[src/rtl/hzc_pkg.sv]
package hzc_pkg;

    typedef enum logic [2:0] {
        HZ_CLEAR,
        HZ_LOAD_USE,
        HZ_BR_WAIT_EX,
        HZ_BR_WAIT_MEM,
        HZ_REDIRECT
    } hz_kind_e;

    typedef struct packed {
        logic pc_en;
        logic fetch_reg_en;
        logic ctl_bubble;
        logic fetch_kill;
    } hz_drive_t;

endpackage

[src/rtl/hzc_dep_match.sv]
module hzc_dep_match #(
    parameter int REG_W = 5
) (
    input  logic             en,
    input  logic [REG_W-1:0] dst,
    input  logic [REG_W-1:0] src_a,
    input  logic [REG_W-1:0] src_b,
    output logic             hit
);
    localparam logic [REG_W-1:0] REG_ZERO = '0;

    // register 0 is hard-wired, so a write to it never produces a dependence
    assign hit = en && (dst != REG_ZERO) && ((dst == src_a) || (dst == src_b));
endmodule

[src/rtl/hzc_classify.sv]
module hzc_classify
    import hzc_pkg::*;
(
    input  logic     ex_load_hit,
    input  logic     ex_any_hit,
    input  logic     mem_load_hit,
    input  logic     is_branch,
    input  logic     br_taken,
    output hz_kind_e kind
);
    // priority: operand waits first, redirect only once operands are ready
    always_comb begin
        if (ex_load_hit)
            kind = HZ_LOAD_USE;
        else if (is_branch && ex_any_hit)
            kind = HZ_BR_WAIT_EX;
        else if (is_branch && mem_load_hit)
            kind = HZ_BR_WAIT_MEM;
        else if (is_branch && br_taken)
            kind = HZ_REDIRECT;
        else
            kind = HZ_CLEAR;
    end
endmodule

[src/rtl/hzc_drive.sv]
module hzc_drive
    import hzc_pkg::*;
(
    input  hz_kind_e  kind,
    output hz_drive_t drv
);
    always_comb begin
        drv = '{pc_en: 1'b1, fetch_reg_en: 1'b1, ctl_bubble: 1'b0, fetch_kill: 1'b0};
        unique case (kind)
            HZ_CLEAR: ;
            HZ_LOAD_USE,
            HZ_BR_WAIT_EX,
            HZ_BR_WAIT_MEM:
                drv = '{pc_en: 1'b0, fetch_reg_en: 1'b0, ctl_bubble: 1'b1, fetch_kill: 1'b0};
            HZ_REDIRECT:
                drv.fetch_kill = 1'b1;
            default: ;
        endcase
    end
endmodule

[src/rtl/hzc_unit.sv]
module hzc_unit
    import hzc_pkg::*;
#(
    parameter int REG_W = 5
) (
    input  logic             clk,
    input  logic             rst_n,
    input  logic [REG_W-1:0] dec_src_a,
    input  logic [REG_W-1:0] dec_src_b,
    input  logic             ex_is_load,
    input  logic             ex_writes,
    input  logic [REG_W-1:0] ex_dst,
    input  logic             mem_is_load,
    input  logic [REG_W-1:0] mem_dst,
    input  logic             dec_is_branch,
    input  logic             dec_br_taken,
    output logic             pc_en,
    output logic             fetch_reg_en,
    output logic             ctl_bubble,
    output logic             fetch_kill
);
    // slot 0: load in execute, slot 1: any writer in execute, slot 2: load in memory
    localparam int NUM_SLOTS = 3;
    localparam logic [REG_W-1:0] REG_ZERO = '0;

    logic [NUM_SLOTS-1:0] slot_en;
    logic [REG_W-1:0]     slot_dst [NUM_SLOTS];
    logic [NUM_SLOTS-1:0] slot_hit;
    hz_kind_e             kind;
    hz_drive_t            drv;

    assign slot_en     = {mem_is_load, ex_is_load | ex_writes, ex_is_load};
    assign slot_dst[0] = ex_dst;
    assign slot_dst[1] = ex_dst;
    assign slot_dst[2] = mem_dst;

    generate
        for (genvar g = 0; g < NUM_SLOTS; g++) begin : g_slot
            hzc_dep_match #(.REG_W(REG_W)) u_match (
                .en    (slot_en[g]),
                .dst   (slot_dst[g]),
                .src_a (dec_src_a),
                .src_b (dec_src_b),
                .hit   (slot_hit[g])
            );
        end
    endgenerate

    hzc_classify u_classify (
        .ex_load_hit  (slot_hit[0]),
        .ex_any_hit   (slot_hit[1]),
        .mem_load_hit (slot_hit[2]),
        .is_branch    (dec_is_branch),
        .br_taken     (dec_br_taken),
        .kind         (kind)
    );

    hzc_drive u_drive (
        .kind (kind),
        .drv  (drv)
    );

    assign pc_en        = drv.pc_en;
    assign fetch_reg_en = drv.fetch_reg_en;
    assign ctl_bubble   = drv.ctl_bubble;
    assign fetch_kill   = drv.fetch_kill;

    AST_LOAD_USE_HOLDS: assert property (@(posedge clk) disable iff (!rst_n)
        (ex_is_load && ex_dst != REG_ZERO && (ex_dst == dec_src_a || ex_dst == dec_src_b))
        |-> (!pc_en && !fetch_reg_en && ctl_bubble));

    AST_HOLD_PAIRED: assert property (@(posedge clk) disable iff (!rst_n)
        pc_en == fetch_reg_en);

    AST_BUBBLE_ON_HOLD: assert property (@(posedge clk) disable iff (!rst_n)
        ctl_bubble == !pc_en);

    AST_ZERO_DST_FREE: assert property (@(posedge clk) disable iff (!rst_n)
        (ex_dst == REG_ZERO && mem_dst == REG_ZERO) |-> pc_en);

    AST_KILL_NOT_HELD: assert property (@(posedge clk) disable iff (!rst_n)
        fetch_kill |-> pc_en);

    AST_KILL_NEEDS_BRANCH: assert property (@(posedge clk) disable iff (!rst_n)
        fetch_kill |-> (dec_is_branch && dec_br_taken));
endmodule

[config.mk]
export PLATFORM = sky130hd
export DESIGN_NAME = hzc_unit
export DESIGN_NICKNAME = d
export VERILOG_FILES = /design/src/rtl/hzc_pkg.sv /design/src/rtl/hzc_dep_match.sv /design/src/rtl/hzc_classify.sv /design/src/rtl/hzc_drive.sv /design/src/rtl/hzc_unit.sv
export SDC_FILE = /design/constraint.sdc
export NUM_CORES = 1
export LEC_CHECK = 0
export BUFFER_PORTS_ARGS = -buffer_cell sky130_fd_sc_hd__buf_2
export CAP_MARGIN = 20
export CORE_AREA = 4 4 41 43
export DETAILED_ROUTE_END_ITERATION = 10
export DIE_AREA = 0 0 45 47
export PLACE_DENSITY_LB_ADDON = 0.05
export SLEW_MARGIN = 20
export SYNTH_ARGS = -nofsm -noshare
export SYNTH_HDL_FRONTEND = slang
export SYNTH_HIERARCHICAL = 1
export SYNTH_SLANG_ARGS = --single-unit
export TNS_END_PERCENT = 1
[constraint.sdc]
create_clock -name vclk -period 3.3
set_clock_uncertainty 0.1 [all_clocks]
set_input_delay 0.495 -clock vclk [all_inputs]
set_output_delay 0.495 -clock vclk [all_outputs]
set_load 0.1 [all_outputs]
# Word level (Yosys, flattened, before mapping)
# Cells that the tools add are included.
[word_totals] rom_bits=0 elab_cells=29 in_bits=27 latch_bits=0 out_inout_bits=4 n_memories=0 reg_bits=0 ram_bits=0
[op_classes] reduce_logical=14 addsub=0 n_mul=0 muxes=6 n_div=0 n_shift=0 magnitude_cmp=0 bitwise_logic=1 eq_ne=8
[op_table] operator="$eq 5x5->1" count=4
[op_table] operator="$mux 3" count=5
[op_table] operator="$reduce_bool 5->1" count=2
[op_table] operator="$logic_and 1x1->1" count=9
[op_table] operator="$eq 3x2->1 const B" count=2
[op_table] operator="$eq 3x1->1 const B" count=1
[op_table] operator="$eq 3x3->1 const B" count=1
[op_table] operator="$reduce_or 3->1" count=1
[op_table] operator="$logic_or 1x1->1" count=2
[op_table] operator="$mux 1" count=1
[op_table] operator="$or 1x1->1" count=1

# Longest topological paths before layout
[depth] word_depth=10 ltp_mapped=8 ltp_nobuf=7

# Cells and area by module
# The synthesis kept the hierarchy.
[by_module_without_submodules] mod="hzc_dep_match" n_inst=3 seq_area_each_um2=0.0 cells_per_inst=17 area_per_inst_um2=125.1
[by_module_without_submodules] mod="hzc_drive" n_inst=1 seq_area_each_um2=0.0 cells_per_inst=4 area_per_inst_um2=37.5
[by_module_without_submodules] mod="hzc_classify" n_inst=1 seq_area_each_um2=0.0 cells_per_inst=5 area_per_inst_um2=32.5
[by_module_without_submodules] mod="hzc_unit" n_inst=1 seq_area_each_um2=0.0 cells_per_inst=1 area_per_inst_um2=6.3

# Worst setup path before layout
# No wires, ideal clock.
[synth_path] path_kind="in2out" startpoint="in mem_dst[1]" endpoint="out pc_en" t_required_ns=2.705 setup_slack_ns=-0.643 cell_stages=7 path_buffers=1 t_arrival_ns=3.348 cell_sequence="or4_1 o21ai_1 a21oi_1 nor2_1 nor3b_1 o21bai_1 buf_4"
[synth_via] elab_chain_len=10 elab_cells_between_ends=15 cone_classes="eq/ne (5); mux (4); reduce/logical (6)"
[synth_lines] element="start: declaration" line_no="hzc_unit.sv:14" source="input logic [REG_W-1:0] mem_dst,"
[synth_lines] element="$eq 5x5->1 / $reduce_bool 5->1 (equally long branches)" line_no="hzc_dep_match.sv:13" source="assign hit = en && (dst != REG_ZERO) && ((dst == src_a) || (dst == src_b));"
[synth_lines] element="$logic_or 1x1->1 / $logic_and 1x1->1 (equally long branches)" line_no="hzc_dep_match.sv:13"
[synth_lines] element="$logic_and 1x1->1 (*)" line_no="hzc_dep_match.sv:13"
[synth_lines] element="net slot_hit[2]" line_no="hzc_unit.sv:28" source="logic [NUM_SLOTS-1:0] slot_hit;"
[synth_lines] element="$logic_and 1x1->1 (*)" line_no="hzc_classify.sv:17" source="else if (is_branch && mem_load_hit)"
[synth_lines] element="$mux 3 (*)" line_no="hzc_classify.sv:17"
[synth_lines] element="$mux 3 (*)" line_no="hzc_classify.sv:15" source="else if (is_branch && ex_any_hit)"
[synth_lines] element="$mux 3 (*)" line_no="hzc_classify.sv:13" source="if (ex_load_hit)"
[synth_lines] element="net kind[1]" line_no="hzc_unit.sv:29" source="hz_kind_e kind;"
[synth_lines] element="$eq 3x1->1 / $eq 3x2->1 (equally long branches)" line_no="hzc_drive.sv:9" source="unique case (kind)"
[synth_lines] element="$reduce_or 3->1 (*)" line_no="hzc_drive.sv:9"
[synth_lines] element="$mux 3 (*)" line_no="hzc_drive.sv:9"
[synth_lines] element="end: declaration" line_no="hzc_unit.sv:17" source="output logic pc_en,"
# The timed path passes the listed nets; every way through them passes the cells marked *.

# Final worst setup path
[layout_path] startpoint="in mem_dst[1]" endpoint="out fetch_kill"
[layout_via] elab_chain_len=9 elab_cells_between_ends=12 cone_classes="eq/ne (3); mux (4); reduce/logical (5)"
[layout_lines] element="$eq 5x5->1 / $reduce_bool 5->1 (equally long branches)" line_no="hzc_dep_match.sv:13"
[layout_lines] element="$logic_or 1x1->1 / $logic_and 1x1->1 (equally long branches)" line_no="hzc_dep_match.sv:13"
[layout_lines] element="$logic_and 1x1->1 (*)" line_no="hzc_dep_match.sv:13"
[layout_lines] element="net slot_hit[2]" line_no="hzc_unit.sv:28"
[layout_lines] element="$logic_and 1x1->1 (*)" line_no="hzc_classify.sv:17"
[layout_lines] element="$mux 3 (*)" line_no="hzc_classify.sv:17"
[layout_lines] element="$mux 3 (*)" line_no="hzc_classify.sv:15"
[layout_lines] element="$mux 3 (*)" line_no="hzc_classify.sv:13"
[layout_lines] element="net kind[2]" line_no="hzc_unit.sv:29"
[layout_lines] element="$eq 3x3->1 (*)" line_no="hzc_drive.sv:9"
[layout_lines] element="$mux 1 (*)" line_no="hzc_drive.sv:9"
[layout_lines] element="end: declaration" line_no="hzc_unit.sv:20" source="output logic fetch_kill"
# Marks and branches as above.

==> qor.csv <==
metric;value;unit
ys_seq_area_share;0;%
cellPowerDensity;175;nW/um^2
fin_area;627;sq um
cpPeakStageDelay;0.51;ns
vias_per_cell;4.79;
floorplan.initialDensity;34.7;%
drc_errors;0;
fin_crit;2.90;ns
cts-resized-gates;0;
synth_commonest_cells;xor2_1, xnor2_1, nand3_1, nor3_1;
areaGrowthSynthToFinish;38.8;%
fillers;152;
cp.depth;8;
ys_types;16;
place_ws;0.380;ns
grt_start_max_net_pins;7;
portBuffers;29;
cp_data_arrival_time;2.30;ns
seq_cells;0;
ant_nets;0;
synth_most_common_cell;xor2_1;
synthSimpleGateAreaFrac;28.0;%
avgSynthCellArea;7.40;sq um
ir_worst_vdd;0.0599;mV
setup_ws;0.401;ns
slew_violations;0;
dr.pass1.iters;4;
synthTopCellsByArea;xor2_1, xnor2_1, nand3_1;
cp_num_buf_inv;2;
crit_fanout;3;
grt_first_pass_wirelength;1900;microns
crit_required;2.70;ns
worst_path_most_repeated_cell;buf_2;
seqCellArea;0;sq um
hold_depth;4;
synth_top_area_share;34.9;%
io_pins;31;
worst_pin_slew;0.498;ns
drv_cap;0;
dp_hpwl;1090;microns
synthCells;61;
globalplace.congestion;0.664;
crit_type;input pin to output port;
dieArea;2120;sq um
die_w;45;microns
multi_input_area;448;sq um
hp-class;input pin to output port;
path_cells;buf_2, or4_1, o21ai_1, a21oi_1, nor2_1, and4b_1, nor3b_2, buf_2;
slew_headroom;66.8;%
avgRoutedWirePerCell;11.3;microns
totalWireLength;1180;microns
crit_path_start_kind;input pin;
cts_setup_buffers;0;
final_layout_size_suffix_gt1_share;34.8;%
postCtsHoldBufs;0;
synth_compound_area_share;12.2;%
hold_violations;0;
period_share;87.8;%
status;finished clean;
grt_pass1_vias;481;
antenna_cells;0;
core-area;1300;sq um
muxShareOfSynthArea;0;%
antenna_found_initial;0;
mappedNetlistNets;88;
setup_viol;0;
total_power;0.109;mW
cp-end-kind;output port;
synthesis.area;452;sq um
rows;13;
vias;498;
fmax;0.345;GHz
drtIter0Drc;2;
p_leak;0.266;nW
synth_top_area_cell;xor2_1;
clockBufferCount;0;
finalNetCount;118;
track_usage;11.4;%
synth-adder-area-share;0;%
ys.warnings.count;6;
synth_top_family_by_area;XOR/XNOR gates;
crit_slowest_cell;or4_1;
tns;0;ns
critPathTopFamily;simple AND/OR/NAND/NOR gates;
grt-ovfl-total;0;
synthXorXnorAreaFrac;58.2;%
die_h;47;microns
dpl_cell_area;627;sq um
rsz0062_at_grt;false;
## cell type report
class,instances,area share [%]
tap,15,2.99
timing repair buffer,29,25.5
multi-input combinational,60,71.5
## path summary, 6_finish.rpt
kind    endpoint  slack (ns)          from
max   fetch_kill        0.40    mem_dst[1]
min   ctl_bubble        1.51  dec_br_taken
## through the flow
| step | utilization (%) | hold slack, ns | std cells |
|---|---|---|---|
| 5_1_grt | 48.2 | 1.53 | 104 |
| 3_5_place_dp | 48.2 | 1.52 | 104 |
| 3_3_place_gp | 48.2 | 1.50 | 104 |
| 6_report | 48.2 | 1.51 | 104 |
| 2_1_floorplan | - | 1.38 | 61 |
| 4_1_cts | 48.2 | 1.51 | 104 |
## layout by cell type (no fill, tap or decap)
cell | netlist | routed
xnor2_1 | 12 | 12
xor2_1 | 18 | 18
buf_2 | 0 | 28
nand2_1 | 1 | 1
o21ai_1 | 3 | 3
nor3b_2 | 1 | 1
and4b_1 | 1 | 1
buf_12 | 0 | 1
o21bai_1 | 2 | 1
or2_1 | 1 | 1
or4_1 | 3 | 3
o21ba_1 | 1 | 1
nor2_1 | 1 | 1
a21oi_1 | 3 | 3
nor3_1 | 6 | 6
nor3b_1 | 1 | 1
o21bai_2 | 0 | 1
nand3_1 | 6 | 6
## cell families after synthesis
family | Yosys count
compound gates | 9
xor+xnor | 30
buf+inv | 1
simple gates | 21
## metal layers
metal / wire length (microns) / global-route usage (%) / up-vias
li1: - / - / 272
met4: 0 / 0 / 0
met3: 80 / 0.383 / 0
met2: 547 / 21.5 / 14
met1: 550 / 15.3 / 212
met5: 0 / 0 / -
## power breakdown
group          internal, mW  switching [mW]
registers                 0               0
clock network             0               0
logic                0.0426          0.0668
(Power assumes the default switching activity.)
